===== config.mk =====
export PLATFORM = sky130hd
export DESIGN_NAME = lcd_drive_seq
export DESIGN_NICKNAME = d
export VERILOG_FILES = /design/src/rtl/lcd_drv_pkg.sv /design/src/rtl/lcd_drv_timebase.sv /design/src/rtl/lcd_drv_phase.sv /design/src/rtl/lcd_drv_pinmux.sv /design/src/rtl/lcd_drv_levels.sv /design/src/rtl/lcd_drive_seq.sv
export SDC_FILE = /design/constraint.sdc
export NUM_CORES = 1
export LEC_CHECK = 0
export ABC_AREA = 1
export BUFFER_PORTS_ARGS = -buffer_cell sky130_fd_sc_hd__buf_4
export CAP_MARGIN = 20
export CORE_AREA = 2 2 122 124
export CTS_CLUSTER_SIZE = 25
export DETAILED_ROUTE_END_ITERATION = 12
export DIE_AREA = 0 0 124 126
export PLACE_DENSITY = 0.61
export RECOVER_POWER = 25
export SLEW_MARGIN = 10
export SYNTH_ARGS = -nofsm -noshare
export SYNTH_HDL_FRONTEND = slang
export SYNTH_SLANG_ARGS = --single-unit

===== constraint.sdc =====
create_clock -name clk -period 1.9 [get_ports clk]
set_clock_uncertainty 0.15 [all_clocks]
set_input_delay 0.095 -clock clk [delete_from_list [all_inputs] [get_ports clk]]
set_output_delay 0.095 -clock clk [all_outputs]
set_load 0.1 [all_outputs]

===== src/rtl/lcd_drv_pkg.sv =====
package lcd_drv_pkg;
    typedef logic [1:0] lvl_t;

    localparam lvl_t LVL_GND   = 2'd0;
    localparam lvl_t LVL_THIRD = 2'd1;
    localparam lvl_t LVL_TWO3  = 2'd2;
    localparam lvl_t LVL_VDD   = 2'd3;
endpackage


===== src/rtl/lcd_drv_timebase.sv =====
module lcd_drv_timebase #(
    parameter int PRESC_LO = 16,
    parameter int PRESC_HI = 32,
    parameter int DIV_W    = 3
) (
    input  logic             clk,
    input  logic             rst_n,
    input  logic             enable,
    input  logic             presc_sel,
    input  logic [DIV_W-1:0] div_sel,
    output logic             phase_tick,
    output logic             at_zero
);
    localparam int PMAX  = (PRESC_HI > PRESC_LO) ? PRESC_HI : PRESC_LO;
    localparam int PRE_W = $clog2(PMAX + 1);

    typedef struct packed {
        logic [PRE_W-1:0] pre;
        logic [DIV_W-1:0] div;
    } tb_state_t;

    tb_state_t st_d, st_q;
    logic [PRE_W-1:0] pre_last;
    logic pre_end, div_end;

    always_comb begin
        pre_last = presc_sel ? PRE_W'(PRESC_HI - 1) : PRE_W'(PRESC_LO - 1);
        pre_end  = (st_q.pre >= pre_last);
        div_end  = (st_q.div >= div_sel);
        st_d     = st_q;
        if (!enable) begin
            st_d = '0;
        end else if (pre_end) begin
            st_d.pre = '0;
            st_d.div = div_end ? '0 : st_q.div + 1'b1;
        end else begin
            st_d.pre = st_q.pre + 1'b1;
        end
        phase_tick = enable && pre_end && div_end;
        at_zero    = (st_q.pre == '0) && (st_q.div == '0);
    end

    always_ff @(posedge clk or negedge rst_n) begin
        if (!rst_n) st_q <= '0;
        else        st_q <= st_d;
    end
endmodule


===== src/rtl/lcd_drv_phase.sv =====
module lcd_drv_phase #(
    parameter int NUM_COM = 4,
    parameter int COM_W   = 2
) (
    input  logic             clk,
    input  logic             rst_n,
    input  logic             enable,
    input  logic             phase_tick,
    input  logic [COM_W-1:0] duty_sel,
    input  logic             lp_wave,
    output logic [COM_W-1:0] phase,
    output logic             pol
);
    typedef struct packed {
        logic [COM_W-1:0] phase;
        logic             pol;
        logic             half;
    } ph_state_t;

    ph_state_t st_d, st_q;
    logic last_phase;

    always_comb begin
        last_phase = (st_q.phase >= duty_sel) ||
                     (st_q.phase >= COM_W'(NUM_COM - 1));
        st_d = st_q;
        if (!enable) begin
            st_d = '0;
        end else if (phase_tick) begin
            if (last_phase) begin
                st_d.phase = '0;
                if (lp_wave) begin
                    st_d.half = ~st_q.half;
                    if (st_q.half) st_d.pol = ~st_q.pol;
                end else begin
                    st_d.half = 1'b0;
                    st_d.pol  = ~st_q.pol;
                end
            end else begin
                st_d.phase = st_q.phase + 1'b1;
            end
        end
        phase = st_q.phase;
        pol   = st_q.pol;
    end

    always_ff @(posedge clk or negedge rst_n) begin
        if (!rst_n) st_q <= '0;
        else        st_q <= st_d;
    end
endmodule


===== src/rtl/lcd_drv_pinmux.sv =====
module lcd_drv_pinmux #(
    parameter int NUM_SEG    = 40,
    parameter int GPIO_FIRST = 24,
    parameter int SCNT_W     = 6
) (
    input  logic [SCNT_W-1:0]             seg_count,
    input  logic [NUM_SEG-GPIO_FIRST-1:0] gpio_in,
    output logic [NUM_SEG-1:0]            released,
    output logic [NUM_SEG-GPIO_FIRST-1:0] gpio_oe,
    output logic [NUM_SEG-GPIO_FIRST-1:0] gpio_out
);
    genvar s;
    generate
        for (s = 0; s < NUM_SEG; s++) begin : g_pin
            if (s < GPIO_FIRST) begin : g_fixed
                assign released[s] = 1'b0;
            end else begin : g_free
                assign released[s] = (seg_count <= SCNT_W'(s));
                assign gpio_oe[s-GPIO_FIRST]  = released[s];
                assign gpio_out[s-GPIO_FIRST] = released[s] & gpio_in[s-GPIO_FIRST];
            end
        end
    endgenerate
endmodule


===== src/rtl/lcd_drv_levels.sv =====
module lcd_drv_levels
    import lcd_drv_pkg::*;
#(
    parameter int NUM_COM = 4,
    parameter int NUM_SEG = 40,
    parameter int COM_W   = 2
) (
    input  logic                       enable,
    input  logic [COM_W-1:0]           phase,
    input  logic                       pol,
    input  logic [COM_W-1:0]           duty_sel,
    input  logic [NUM_COM*NUM_SEG-1:0] disp_mem,
    input  logic [NUM_SEG-1:0]         released,
    output logic [2*NUM_COM-1:0]       com_lvl,
    output logic [2*NUM_SEG-1:0]       seg_lvl
);
    logic [NUM_SEG-1:0] row;

    always_comb begin
        row = '0;
        for (int c = 0; c < NUM_COM; c++) begin
            if (phase == COM_W'(c)) row = disp_mem[c*NUM_SEG +: NUM_SEG];
        end
    end

    genvar c, s;
    generate
        for (c = 0; c < NUM_COM; c++) begin : g_com
            lvl_t lv;
            always_comb begin
                if (!enable || (COM_W'(c) > duty_sel))
                    lv = LVL_GND;
                else if (phase == COM_W'(c))
                    lv = pol ? LVL_GND : LVL_VDD;
                else
                    lv = pol ? LVL_TWO3 : LVL_THIRD;
            end
            assign com_lvl[2*c +: 2] = lv;
        end
        for (s = 0; s < NUM_SEG; s++) begin : g_seg
            lvl_t lv;
            always_comb begin
                if (!enable || released[s])
                    lv = LVL_GND;
                else if (row[s])
                    lv = pol ? LVL_VDD : LVL_GND;
                else
                    lv = pol ? LVL_THIRD : LVL_TWO3;
            end
            assign seg_lvl[2*s +: 2] = lv;
        end
    endgenerate
endmodule


===== src/rtl/lcd_drive_seq.sv =====
module lcd_drive_seq #(
    parameter int NUM_COM    = 4,
    parameter int NUM_SEG    = 40,
    parameter int GPIO_FIRST = 24,
    parameter int PRESC_LO   = 16,
    parameter int PRESC_HI   = 32,
    parameter int DIV_W      = 3,
    localparam int COM_W     = (NUM_COM > 1) ? $clog2(NUM_COM) : 1,
    localparam int SCNT_W    = $clog2(NUM_SEG + 1),
    localparam int GPIO_N    = NUM_SEG - GPIO_FIRST
) (
    input  logic                       clk,
    input  logic                       rst_n,
    input  logic                       enable,
    input  logic                       presc_sel,
    input  logic [DIV_W-1:0]           div_sel,
    input  logic [COM_W-1:0]           duty_sel,
    input  logic                       lp_wave,
    input  logic [SCNT_W-1:0]          seg_count,
    input  logic [NUM_COM*NUM_SEG-1:0] disp_mem,
    input  logic [GPIO_N-1:0]          gpio_in,
    output logic [2*NUM_COM-1:0]       com_lvl,
    output logic [2*NUM_SEG-1:0]       seg_lvl,
    output logic                       frame_start,
    output logic [GPIO_N-1:0]          gpio_oe,
    output logic [GPIO_N-1:0]          gpio_out
);
    logic             phase_tick, at_zero, pol;
    logic [COM_W-1:0] phase;
    logic [NUM_SEG-1:0] released;

    lcd_drv_timebase #(
        .PRESC_LO(PRESC_LO), .PRESC_HI(PRESC_HI), .DIV_W(DIV_W)
    ) u_tb (
        .clk(clk), .rst_n(rst_n), .enable(enable), .presc_sel(presc_sel),
        .div_sel(div_sel), .phase_tick(phase_tick), .at_zero(at_zero)
    );

    lcd_drv_phase #(.NUM_COM(NUM_COM), .COM_W(COM_W)) u_ph (
        .clk(clk), .rst_n(rst_n), .enable(enable), .phase_tick(phase_tick),
        .duty_sel(duty_sel), .lp_wave(lp_wave), .phase(phase), .pol(pol)
    );

    lcd_drv_pinmux #(
        .NUM_SEG(NUM_SEG), .GPIO_FIRST(GPIO_FIRST), .SCNT_W(SCNT_W)
    ) u_mux (
        .seg_count(seg_count), .gpio_in(gpio_in), .released(released),
        .gpio_oe(gpio_oe), .gpio_out(gpio_out)
    );

    lcd_drv_levels #(.NUM_COM(NUM_COM), .NUM_SEG(NUM_SEG), .COM_W(COM_W)) u_lv (
        .enable(enable), .phase(phase), .pol(pol), .duty_sel(duty_sel),
        .disp_mem(disp_mem), .released(released),
        .com_lvl(com_lvl), .seg_lvl(seg_lvl)
    );

    assign frame_start = enable && at_zero && (phase == '0);
endmodule


# Word level (Yosys, flattened, before mapping)
# Index checks and enable logic that the tools add are counted.
# word_totals
register_bits	13
inputBits	192
output_inout_bits	121
# classes
addsub	3
order_cmp	24
n_eq_ne	7
mux	107
bitwise	18
reduce_logical	32
# ops
op	count
$mux W2	95
$mux W40	4
$le A6 B5 Y1 const B	8
$le A6 B6 Y1 const B	8
$logic_or A1 B1 Y1	21
$and A1 B1 Y1	16
$mux W9	1
$mux W4	2
$add A6 B1 Y6 const B	1
$ge A6 B6 Y1	1
$logic_not A6 Y1	1
$mux W3	2
$mux W6	1
$ne A2 B1 Y1 const B	3
$logic_and A1 B1 Y1	5
$mux W5	1
$eq A2 B2 Y1 const B	2
$gt A1 B2 Y1 const A	2
$gt A2 B2 Y1 const A	2
$add A3 B1 Y3 const B	1
$ge A3 B3 Y1	1
$logic_not A3 Y1	1
$ne A3 B2 Y1 const B	1
$reduce_and A3 Y1	1
9 further kinds	10

# Longest topological paths before layout
# Gate-level depths: netlist (run 1).
# depth
word_depth	7
mapped_depth	12
mapped_depth_nobuf	11

# By module
# From an unflattened synthesis (run 1), not the netlist that was laid out.
# unflattened
cells_unflattened	809
area_unflattened_um2	4116.4
# modules_own_cells
mod	n_inst	cells_each	area_each_um2	seq_area_each_um2
lcd_drv_levels	1	578	2547.4	0.0
lcd_drv_pinmux	1	119	650.6	0.0
lcd_drv_timebase	1	70	615.6	225.2
lcd_drv_phase	1	37	281.5	100.1
lcd_drive_seq	1	5	21.3	0.0

# Least setup slack after synthesis (run 1)
# No wires, ideal clock.
# synth_path
path_type	input-to-output
from	in seg_count[5]
to	out gpio_out[0]
arrival_time_ps	3498
setup_slack_ps	-1843
cell_stages	6
n_path_buf	1
cell_sequence	buf_6 inv_4 nand2_2 o21ai_1 inv_1 nor2_1
# synth_via
elab_chain_cells	2
# synth_rtl
element	line_no	rtl
start, declared	lcd_drive_seq.sv:19	input logic [SCNT_W-1:0] seg_count,
$le A6 B5 Y1	lcd_drv_pinmux.sv:18	assign released[s] = (seg_count <= SCNT_W'(s));
net gpio_oe[0]	lcd_drive_seq.sv:25	output logic [GPIO_N-1:0] gpio_oe,
$and A1 B1 Y1	lcd_drv_pinmux.sv:20	assign gpio_out[s-GPIO_FIRST] = released[s] & gpio_in[s-GPIO_FIRST];
end, declared	lcd_drive_seq.sv:26	output logic [GPIO_N-1:0] gpio_out
# The timed path passes the listed nets, and every way through them passes these cells.

# Worst setup path after layout (run 1)
# layout_path
from	reg u_ph.st_q, in the netlist u_ph.phase[1]
to	out seg_lvl[47]
# layout_via
elab_chain_cells	7
# layout_rtl
element	line_no	rtl
start, declared	lcd_drv_phase.sv:20	ph_state_t st_d, st_q;
start signal, assigned	lcd_drv_phase.sv:49	else st_q <= st_d;
$logic_not A2 Y1	lcd_drv_levels.sv:22	if (phase == COM_W'(c)) row = disp_mem[c*NUM_SEG +: NUM_SEG];
$mux W40 (3 in series)	lcd_drv_levels.sv:22	
$mux W40 *	lcd_drv_levels.sv:22	
$mux W2 *	lcd_drv_levels.sv:45	else if (row[s])
$mux W2 *	lcd_drv_levels.sv:43	if (!enable || released[s])
end, declared	lcd_drive_seq.sv:23	output logic [2*NUM_SEG-1:0] seg_lvl,
# Every way passes the cells marked *; elsewhere a longest branch is shown, timed or not.

==> results of run 1 <==
## final cells by class
type | count | area share
Inverter | 65 | 0.0363
Sequential cell | 13 | 0.0386
Tap cell | 184 | 0.0272
Timing Repair inverter | 2 | 0.00178
Multi-Input combinational cell | 612 | 0.467
Timing Repair Buffer | 361 | 0.420
Clock buffer | 4 | 0.00932
## synthesized netlist by cell type, types with 4 or more instances
cell type	number
nand2_1	268
nor2_1	175
a21oi_1	64
inv_1	60
nand3_1	40
buf_4	29
buf_2	21
ha_1	20
dfrtp_1	13
o21ai_0	10
clkbuf_1	6
or2_2	6
buf_1	5
buf_6	5
nand4_1	5
o21ai_1	4
## where the power goes
group / switching, mW / internal [mW]
Sequential: 0.0266 / 0.301
Combinational: 5.38 / 2.59
Clock: 0.112 / 0.283
Total: 5.52 / 3.17
## per-layer routing
metal	up-vias	part of all wire	GRT usage
met4	0	0.013	0.0291
met3	22	0.067	0.0285
met1	2609	0.42	0.291
met2	191	0.50	0.393
li1	2916	-	-
met5	-	0	0
## state kept, by name (all words and copies together) (netlist names)
| register | flops |
|---|---|
| u_ph.phase | 2 |
| u_ph.pol | 1 |
| u_ph.st_q | 1 |
| u_tb.st_q | 9 |
## worst max-delay path: cells and delay by family (launching register included)
kind | cells | cell delay (ns)
buf+inv | 3 | 0.51
flops | 1 | 0.41
fa+ha+maj | 1 | 0.20
simple gates | 4 | 0.63
## worst paths after layout
check	start	end	slack, ns	depth (start not counted)
max in group asynchronous	rst_n	u_ph.phase[0]	0.83	2
setup reg to reg	u_ph.phase[1]	u_ph.phase[1]	0.04	9
hold reg to reg	u_tb.st_q[3]	u_tb.st_q[3]	0.34	1
min in group asynchronous	rst_n	u_tb.st_q[1]	0.27	2
hold / removal	lp_wave	u_ph.st_q[0]	0.02	3
setup / recovery	u_ph.phase[1]	seg_lvl[47]	-0.33	8
## through the flow
| step | utilization | power [mW] | hold slack, ns | worst slack, ns |
|---|---|---|---|---|
| floorplan | - | 5.79 | -0.351 | -0.327 |
| CTS | 0.566 | 8.40 | 0.0270 | -0.367 |
| global route | 0.591 | 9.12 | 0.0609 | -0.440 |
| detailed placement | 0.498 | 7.09 | -0.200 | -0.225 |
| global placement | 0.498 | 7.06 | -0.198 | -0.205 |
| finish | 0.591 | 8.70 | 0.0215 | -0.334 |
## cell families after synthesis
| kind of cell | after synthesis |
|---|---|
| buffers and inverters | 131 |
| XOR/XNOR | 2 |
| flip-flops | 13 |
| adder cells (fa/ha/maj) | 20 |
| AO/OA/AOI/OAI | 85 |
| AND/OR/NAND/NOR | 505 |
## cells in the final DEF, fill, tap and decap left out, types with 6 or more instances in the layout
master	instances
buf_6	23
nand2_2	46
nand3_2	22
buf_12	55
o21ai_0	6
buf_4	266
nor2_1	86
a21oi_1	40
nor2_4	67
a21oi_2	20
ha_4	7
nand2_1	216
clkbuf_2	7
dfrtp_1	12
ha_1	13
inv_2	7
inv_1	44
nor2_2	22
nand3_1	17
a21oi_4	6
clkinvlp_4	9
## what timing repair did
action,4_1_cts,5_1_grt
gates resized for setup,186,103
hold buffers,1,0
pin swaps,17,28
hold endpoints to repair,13,0
endpoints found under the setup margin,49,79
cloned,5,0
buffers inserted,5,5
==> flow_summary_export.csv, run 1 <==
group,metric,value,unit
floorplanning,ioPinCount,313,
placement,place_congestion,0.861,
power_and_ir_drop,power_density,1030,mW/mm2
grt,grt_use_total,0.221,
floorplanning,rows,44,
placement,port_buffers,312,
routing,drc_errors,0,
synthesis,ys_ff_latch,13,
clocking,cts_tree,"built",
clocking,clockRootBuffer,"clkbuf_16",
layout,fill_cells,1368,
timing,rsz0062_at_grt,"yes",
layout,final_nets,1270,
routing,ant_nets,0,
routing,avgRoutedWirePerCell,15.3,um
synthesis,synth_fa_ha_area_frac,0.0672,
floorplanning,fp.dieW,124,um
synthesis,synth_simple_gate_area_frac,0.541,
worst_setup_path,path_class,"reg -> out",
worst_setup_path,cp_data_required_time,1.65,ns
clocking,htree_levels,1,
floorplanning,die-height,126,um
routing,num_vias,5738,
clocking,worstSkewPairLatency,0.24,ns
worst_setup_path,crit_fanout,5,
timing,setup-violations-final,48,
placement,hpwlAfterDp,14.3,mm
synthesis,syn_inst,756,
routing,via_per_inst,4.62,
clocking,cts.sinks,13,
clocking,cts_made_buffers,3,
layout,drive_gt1_frac,0.570,
synthesis,synthXorXnorAreaFrac,0.00471,
timing,hold_viol_final,0,
placement,place_area,0.00712,mm2
floorplanning,dieArea,0.0156,mm2
layout,stdcell_count,1241,
floorplanning,core,0.0143,mm2
routing,drt_iter0_drc,293,
clocking,clkTransAtPathRegs,0.04,ns
grt,grt_max_degree,41,
power_and_ir_drop,ir_drop,728,uV
layout,seqCellArea,327,um2
worst_setup_path,end_kind,"output port",
outcome,status,"finished, violations left",
synthesis,synth_area,0.00372,mm2
job,maxCapViolCount,0,
timing,clock.fmax,448,MHz
worst_setup_path,timing.critical_path.cells,"buf_6 > ha_4 > clkinvlp_4 > or2_2 > nand3_1 > nand2_1 > nor2_4 > buf_12",
grt,first_global_vias,5180,
synthesis,synth_area_leaders,"nand2_1, nor2_1, dfrtp_1, a21oi_1, ha_1",
timing,relSlewSlack,0.227,
placement,placedCellCount,1222,
synthesis,synthArstFlopShare,1.00,
worst_setup_path,crit_slowest_cell,"dfrtp_1",
worst_setup_path,cpPeakStageDelay,0.41,ns
clocking,clk_path_buf_depth,2,
timing,setup_ws,-0.334,ns
synthesis,synth_compound_area_frac,0.121,
timing,report.final.slew_viol_count,0,
layout,syn_to_final_growth,127,%
synthesis,syn_nets,968,
grt,antenna_found_initial,0,
synthesis,yosysSeqAreaShare,0.0874,
synthesis,yosysTopAreaCellShare,0.270,
routing,wl,19.0,mm
synthesis,yosysTopAreaCell,"nand2_1",
routing,dr.pass1.iters,5,
synthesis,synth_top_family_by_area,"simple AND/OR/NAND/NOR gates",
floorplanning,start_util,0.260,
synthesis,synth_mux_area_frac,0,
layout,multi_input_area,0.00395,mm2
synthesis,yosysWarnings,0,
power_and_ir_drop,p_leak,4.16,nW
timing,tightest_slew,1.17,ns
layout,post-route-cell-area,0.00846,mm2
timing,layout_min_cycle_time,2.23,ns
synthesis,syn_avg_cell_area,4.92,um2
outcome,violations,"negative setup slack",
timing,setup_tns,-13.14,ns
synthesis,yosys.cell_types.count,31,
timing,period_share,1.18,
worst_setup_path,arrival,1.99,ns
synthesis,synth-main-ff-cell,"dfrtp_1",
worst_hold_path,hold_path.class,"in -> reg",
grt,grt_remaining_overflow,0,
grt,grt_first_pass_wirelength,27.5,mm
layout,antenna_cells,0,
worst_setup_path,start_kind,"flip-flop",
synthesis,synth_edf_count,0,
No activity file was read; power rests on OpenSTA's default activity.
==> inputs of run 2 (changes only) <==
- ABC_AREA: 1 -> default
- CORE_AREA: 2 2 122 124 -> 2 2 121 123
- DIE_AREA: 0 0 124 126 -> 0 0 123 125
- PLACE_DENSITY: 0.61 -> 0.59
==> run 2 against run 1 <==
  * The run still ends with negative setup slack left
  * Critical path depth fell by 1
  * Final cell count fell by 24%
  * Global-route usage fell by 0.26 points
  * Largest power group unchanged
  * Count of clock-buffer cells in the layout did not move
  * Sequential share of layout area barely moved
  * Design area barely moved
  * Flip-flop and latch count did not move
  * First-iteration DRC count fell by 31%
  * Die area fell by 1.6%
  * Synthesized area fell by 9.2%
  * Worst setup slack got worse by 0.30 ns
==> flow_summary_export.csv, run 2 <==
group,metric,value,unit
grt,grt_remaining_overflow,0,
worst_hold_path,hold_path.class,"in -> reg",
clocking,clk_path_buf_depth,2,
synthesis,synthArstFlopShare,1.00,
outcome,status,"finished, violations left",
grt,grt_first_pass_wirelength,26.6,mm
floorplanning,ioPinCount,313,
clocking,cts.sinks,13,
routing,avgRoutedWirePerCell,19.8,um
routing,num_vias,4889,
routing,via_per_inst,5.15,
layout,antenna_cells,0,
routing,wl,18.8,mm
grt,grt_max_degree,44,
synthesis,yosysTopAreaCell,"dfrtp_1",
placement,place_area,0.00692,mm2
clocking,htree_levels,1,
grt,antenna_found_initial,0,
layout,final_cell_mix,"buf_4, buf_12, o21a_1, nor3_4",
worst_setup_path,cp_data_required_time,1.65,ns
placement,hpwlAfterDp,13.7,mm
clocking,cts_made_buffers,3,
layout,top_register,"u_tb.st_q",
timing,period_share,1.34,
synthesis,yosysSeqAreaShare,0.0963,
routing,wl_met1,7.65,mm
synthesis,syn_inst,438,
timing,clock.fmax,394,MHz
layout,syn_to_final_growth,150,%
synthesis,synth_area_leaders,"dfrtp_1, nor3_1, a221oi_2, ha_1, o22ai_1",
power_and_ir_drop,p_leak,3.60,nW
worst_setup_path,path_class,"reg -> out",
routing,ant_nets,0,
floorplanning,core,0.0142,mm2
clocking,worstSkewPairLatency,0.24,ns
routing,met3_length,1.24,mm
timing,layout_min_cycle_time,2.54,ns
layout,drive_gt1_frac,0.775,
layout,final_nets,978,
synthesis,synth_edf_count,0,
timing,setup-violations-final,51,
routing,drc_errors,0,
worst_setup_path,crit_fanout,16,
layout,largest_register_ff_count,9,
clocking,clockRootBuffer,"clkbuf_16",
floorplanning,dieArea,0.0154,mm2
worst_setup_path,end_kind,"output port",
floorplanning,die-height,125,um
timing,rsz0062_at_grt,"yes",
synthesis,ys_ff_latch,13,
routing,top_layer_used,"met4",
synthesis,yosysTopAreaCellShare,0.0963,
synthesis,yosys.cell_types.count,52,
worst_setup_path,arrival,2.29,ns
timing,relSlewSlack,0.232,
timing,setup_ws,-0.637,ns
routing,drt_iter0_drc,202,
grt,first_global_vias,4873,
synthesis,synth_area,0.00338,mm2
routing,dr.pass1.iters,4,
outcome,violations,"negative setup slack",
clocking,cts_tree,"built",
placement,place_congestion,0.957,
layout,fill_cells,1198,
job,maxCapViolCount,0,
clocking,clkTransAtPathRegs,0.05,ns
routing,routed-wl-met2,9.62,mm
synthesis,syn_nets,650,
timing,holdWs,0.100,ns
synthesis,synth-main-ff-cell,"dfrtp_1",
floorplanning,fp.dieW,123,um
power_and_ir_drop,power,8.92,mW
grt,grt_use_total,0.219,
timing,tightest_slew,1.16,ns
layout,post-route-cell-area,0.00845,mm2
power_and_ir_drop,ir_drop,573,uV
power_and_ir_drop,power_density,1050,mW/mm2
layout,final_common_cell,"buf_4",
synthesis,yosysWarnings,0,
worst_setup_path,start_kind,"flip-flop",
synthesis,synth_commonest_cells,"nor3_1, o22ai_1, o21a_1",
timing,hold_viol_final,0,
floorplanning,rows,44,
synthesis,synth_most_common_cell,"nor3_1",
synthesis,syn_avg_cell_area,7.72,um2
layout,post-route-util,0.595,
placement,port_buffers,312,
placement,pre_cts_slack,-0.396,ns
timing,report.final.slew_viol_count,0,
floorplanning,start_util,0.238,
## run 2: changes by cell type after synthesis, sizes merged, moves of 40 or more
cell   change
a21oi     -58
inv       -46
nand2    -258
nor2     -152
nor3      +64
o22ai     +40
## run 2: per-layer routing
metal  GRT usage  up-vias
met3      0.0283       21
met1       0.272     2336
met2       0.403      202
met5           0        -
li1            -     2330
met4      0.0361        0
## run 2: stage by stage
stage / TNS (ns) / instances
2_1_floorplan: -37.28 / 438
3_3_place_gp: -11.74 / 922
3_5_place_dp: -13.39 / 922
4_1_cts: -21.88 / 939
5_1_grt: -26.78 / 949
6_report: -22.80 / 949
## run 2: final timing paths
| path | startpoint | slack [ns] | depth (start not counted) | to |
|---|---|---|---|---|
| worst min register to register | u_tb.st_q[3] | 0.39 | 2 | u_tb.st_q[3] |
| min in group asynchronous | rst_n | 0.29 | 2 | u_tb.st_q[3] |
| worst min-delay path | enable | 0.10 | 2 | u_tb.st_q[4] |
| max in group asynchronous | rst_n | 0.79 | 2 | u_ph.pol |
| worst max-delay path | u_ph.phase[0] | -0.64 | 7 | seg_lvl[75] |
| worst max register to register | u_ph.phase[0] | -0.12 | 8 | u_ph.st_q[0] |
## run 2: power breakdown
| group | total [mW] | internal, mW | switching [mW] | leakage, nW |
|---|---|---|---|---|
| Combinational | 8.19 | 3.34 | 4.86 | 3.39 |
| Clock | 0.404 | 0.283 | 0.121 | 0.0382 |
| Sequential | 0.319 | 0.296 | 0.0236 | 0.175 |
| Total | 8.92 | 3.92 | 5.00 | 3.60 |
## run 2: kinds of logic after synthesis
kind of cell / synth area share
and+or+nand+nor: 0.314
buffers and inverters: 0.141
muxes: 0.00592
DFF: 0.0963
adders and majority gates: 0.0740
AOI/OAI and AO/OA: 0.359
xor gates and xnor gates: 0.0104
## run 2: cell type report
class                   instances  area, um2  share of cell area
inverters                      18       92.6              0.0110
well taps                     184        230              0.0272
clock buffers                   4       78.8             0.00933
flip-flops and latches         13        328              0.0388
multi-input cells             342       4040               0.478
repair buffers                388       3690               0.436
## run 2: timing repair
item                                    CTS  global route
hold buffers                              1             0
hold endpoints to repair                 13             0
gates resized for setup                 174            53
pin swaps                                19            23
gates cloned                              3             3
endpoints found under the setup margin   55            58
setup buffers                            11             9
## run 2: worst max-delay path: stages, from the launching register on
cell,delay [ns]
dfrtp_2,0.45
ha_2,0.23
or2_4,0.28
buf_12,0.17
a221oi_2,0.28
nor3_1,0.13
nor4b_4,0.24
buf_6,0.26
==> inputs of run 3 (changes only) <==
- MAX_ROUTING_LAYER: default -> met4
- PLACE_DENSITY: 0.59 -> 0.62
- SYNTH_HIERARCHICAL: default -> 1
==> run 3 against run 2 <==
  * The flow still finishes with violations (negative setup slack)
  * Critical path depth down 1
  * Via count down 11%
  * Sequential share of layout area up 0.21 points
  * Synthesized cell count down 8.7%
  * Global-route usage down 0.71 points
  * Critical endpoint is now seg_lvl[73]
  * Highest routed layer unchanged
==> flow_summary_export.csv, run 3 <==
group,metric,value,unit
worst_hold_path,hold_path.class,"in -> reg",
synthesis,synth_area_leaders,"mux4_2, xnor2_1, buf_4, dfrtp_1, nor3b_1",
layout,antenna_cells,0,
power_and_ir_drop,p_leak,3.55,nW
synthesis,yosysSeqAreaShare,0.0886,
clocking,clk_path_buf_depth,2,
routing,dr.pass1.iters,4,
layout,fill_cells,1202,
routing,wl,16.5,mm
worst_setup_path,timing.critical_path.cells,"buf_6 > buf_12 > mux4_2 > xnor2_2 > nor3b_4 > buf_12",
synthesis,yosysWarnings,6,
clocking,cts.sinks,13,
timing,relSlewSlack,0.458,
worst_setup_path,cp_common_cell,"buf_12",
timing,period_share,1.27,
layout,multi_input_area,0.00388,mm2
layout,syn_to_final_growth,120,%
layout,largest_register_ff_count,9,
routing,avgRoutedWirePerCell,18.4,um
worst_setup_path,start_kind,"flip-flop",
synthesis,yosysTopAreaCellShare,0.221,
timing,setup_tns,-20.11,ns
placement,place_congestion,0.839,
timing,setup_ws,-0.511,ns
grt,grt_first_pass_wirelength,25.0,mm
floorplanning,core,0.0142,mm2
worst_setup_path,crit_slowest_cell,"dfrtp_4",
synthesis,syn_inst,400,
power_and_ir_drop,power_density,311,mW/mm2
timing,layout_min_cycle_time,2.41,ns
routing,drt_iter0_drc,127,
worst_setup_path,crit_fanout,5,
worst_setup_path,arrival,2.17,ns
floorplanning,ioPinCount,313,
layout,post-route-util,0.568,
timing,report.final.slew_viol_count,0,
worst_setup_path,path_class,"reg -> out",
synthesis,synth-main-ff-cell,"dfrtp_1",
synthesis,synth_area,0.00367,mm2
layout,final_common_cell,"buf_4",
grt,grt_use_total,0.212,
worst_setup_path,cp_data_required_time,1.65,ns
floorplanning,fp.dieW,123,um
layout,final_nets,925,
floorplanning,rows,44,
synthesis,synthArstFlopShare,1.00,
routing,drc_errors,0,
outcome,violations,"negative setup slack",
placement,port_buffers,312,
synthesis,syn_avg_cell_area,9.18,um2
layout,seqCellArea,330,um2
synthesis,yosys.cell_types.count,61,
grt,first_global_vias,4705,
floorplanning,start_util,0.258,
clocking,cts_made_buffers,3,
routing,num_vias,4337,
routing,ant_nets,0,
grt,grt_max_degree,32,
layout,drive_gt1_frac,0.782,
floorplanning,die-height,125,um
outcome,status,"finished, violations left",
clocking,clockRootBuffer,"clkbuf_16",
job,maxCapViolCount,0,
floorplanning,dieArea,0.0154,mm2
power_and_ir_drop,power,2.51,mW
synthesis,ys_ff_latch,13,
power_and_ir_drop,ir_drop,218,uV
clocking,clkTransAtPathRegs,0.04,ns
layout,top_register,"u_tb/st_q",
synthesis,synth_commonest_cells,"nor2_1, buf_4, xnor2_1",
layout,final_cell_mix,"buf_4, buf_12, nor3b_4, mux4_2, xnor2_1",
timing,setup-violations-final,52,
placement,hpwlAfterDp,13.1,mm
timing,hold_viol_final,0,
grt,antenna_found_initial,0,
worst_setup_path,end_kind,"output port",
clocking,worstSkewPairLatency,0.25,ns
timing,clock.fmax,415,MHz
timing,tightest_slew,0.813,ns
routing,via_per_inst,4.82,
worst_setup_path,cpPeakStageDelay,0.49,ns
synthesis,yosysTopAreaCell,"mux4_2",
clocking,htree_levels,1,
timing,rsz0062_at_grt,"yes",
grt,grt_remaining_overflow,0,
clocking,cts_tree,"built",
synthesis,synth_most_common_cell,"nor2_1",
synthesis,synth_edf_count,0,
[run 3: cell types whose count changed in the layout (fill, tap and decap cells not counted), moves of 25 or more]
cell / delta
nor3_4: -27
mux4_2: +40
xnor2_1: +29
nor3b_4: +41
o21a_1: -32
a221oi_4: -26
o22ai_1: -25
[run 3: metal layers]
metal  share of wire  GRT usage  vias up
li1                -          -     1998
met2            0.54      0.384      201
met3           0.077     0.0328       31
met1            0.36      0.238     2107
met5               0          -        -
met4           0.026     0.0561        0
[run 3: path summary, 6_finish.rpt]
kind                               startpoint       endpoint  slack [ns]  depth (start not counted)
worst max-delay path            u_ph/phase[0]    seg_lvl[73]       -0.51                          6
worst min-delay path                  lp_wave   u_ph/st_q[0]        0.07                          3
worst max register to register  u_ph/phase[0]       u_ph/pol       -0.37                          9
worst min register to register   u_ph/st_q[0]   u_ph/st_q[0]        0.36                          1
max in group asynchronous               rst_n  u_ph/phase[0]        0.70                          2
min in group asynchronous               rst_n   u_tb/st_q[7]        0.30                          2
[run 3: worst max-delay path: cells and delay by family (launching register included)]
| kind | cells | cell delay, ns |
|---|---|---|
| mux | 1 | 0.47 |
| xor+xnor | 1 | 0.18 |
| simple gates | 1 | 0.27 |
| flops | 1 | 0.49 |
| buf+inv | 3 | 0.50 |
[run 3: cells by family after synthesis]
group / synth area share
compound gates: 0.0961
xor+xnor: 0.103
other cells: 0.00102
buf+inv: 0.170
fa+ha+maj: 0.0579
simple gates: 0.234
mux: 0.249
flops: 0.0886
[run 3: per-stage QoR]
stage | instance area, um2 | instances | setup WS, ns | hold WS [ns]
final | 8070 | 899 | -0.511 | 0.0684
after global routing | 8070 | 899 | -0.557 | 0.0581
after CTS | 7980 | 896 | -0.484 | 0.0232
after detailed placement | 7160 | 883 | -0.370 | -0.192
after global placement | 7160 | 883 | -0.299 | -0.196
after floorplan | 4830 | 423 | -0.670 | -0.351
[run 3: layout make-up]
| type | instances | share of cell area |
|---|---|---|
| clock buffers | 4 | 0.00976 |
| inverters | 23 | 0.0112 |
| multi-input cells | 313 | 0.480 |
| flip-flops and latches | 13 | 0.0409 |
| well taps | 184 | 0.0285 |
| repair buffers | 362 | 0.429 |
[run 3: where the power goes]
group	total (mW)	internal (mW)	switching (mW)	leakage, nW
Sequential	0.286	0.283	0.00330	0.175
Combinational	1.82	0.733	1.09	3.33
Clock	0.404	0.283	0.121	0.0382
[run 3: timing repair]
item	in CTS	in global routing
gates cloned	2	1
gates resized for setup	157	15
buffers inserted	6	2
hold endpoints to repair	13	0
pin swaps	19	15
hold buffers	1	0
endpoints found under the setup margin	52	53
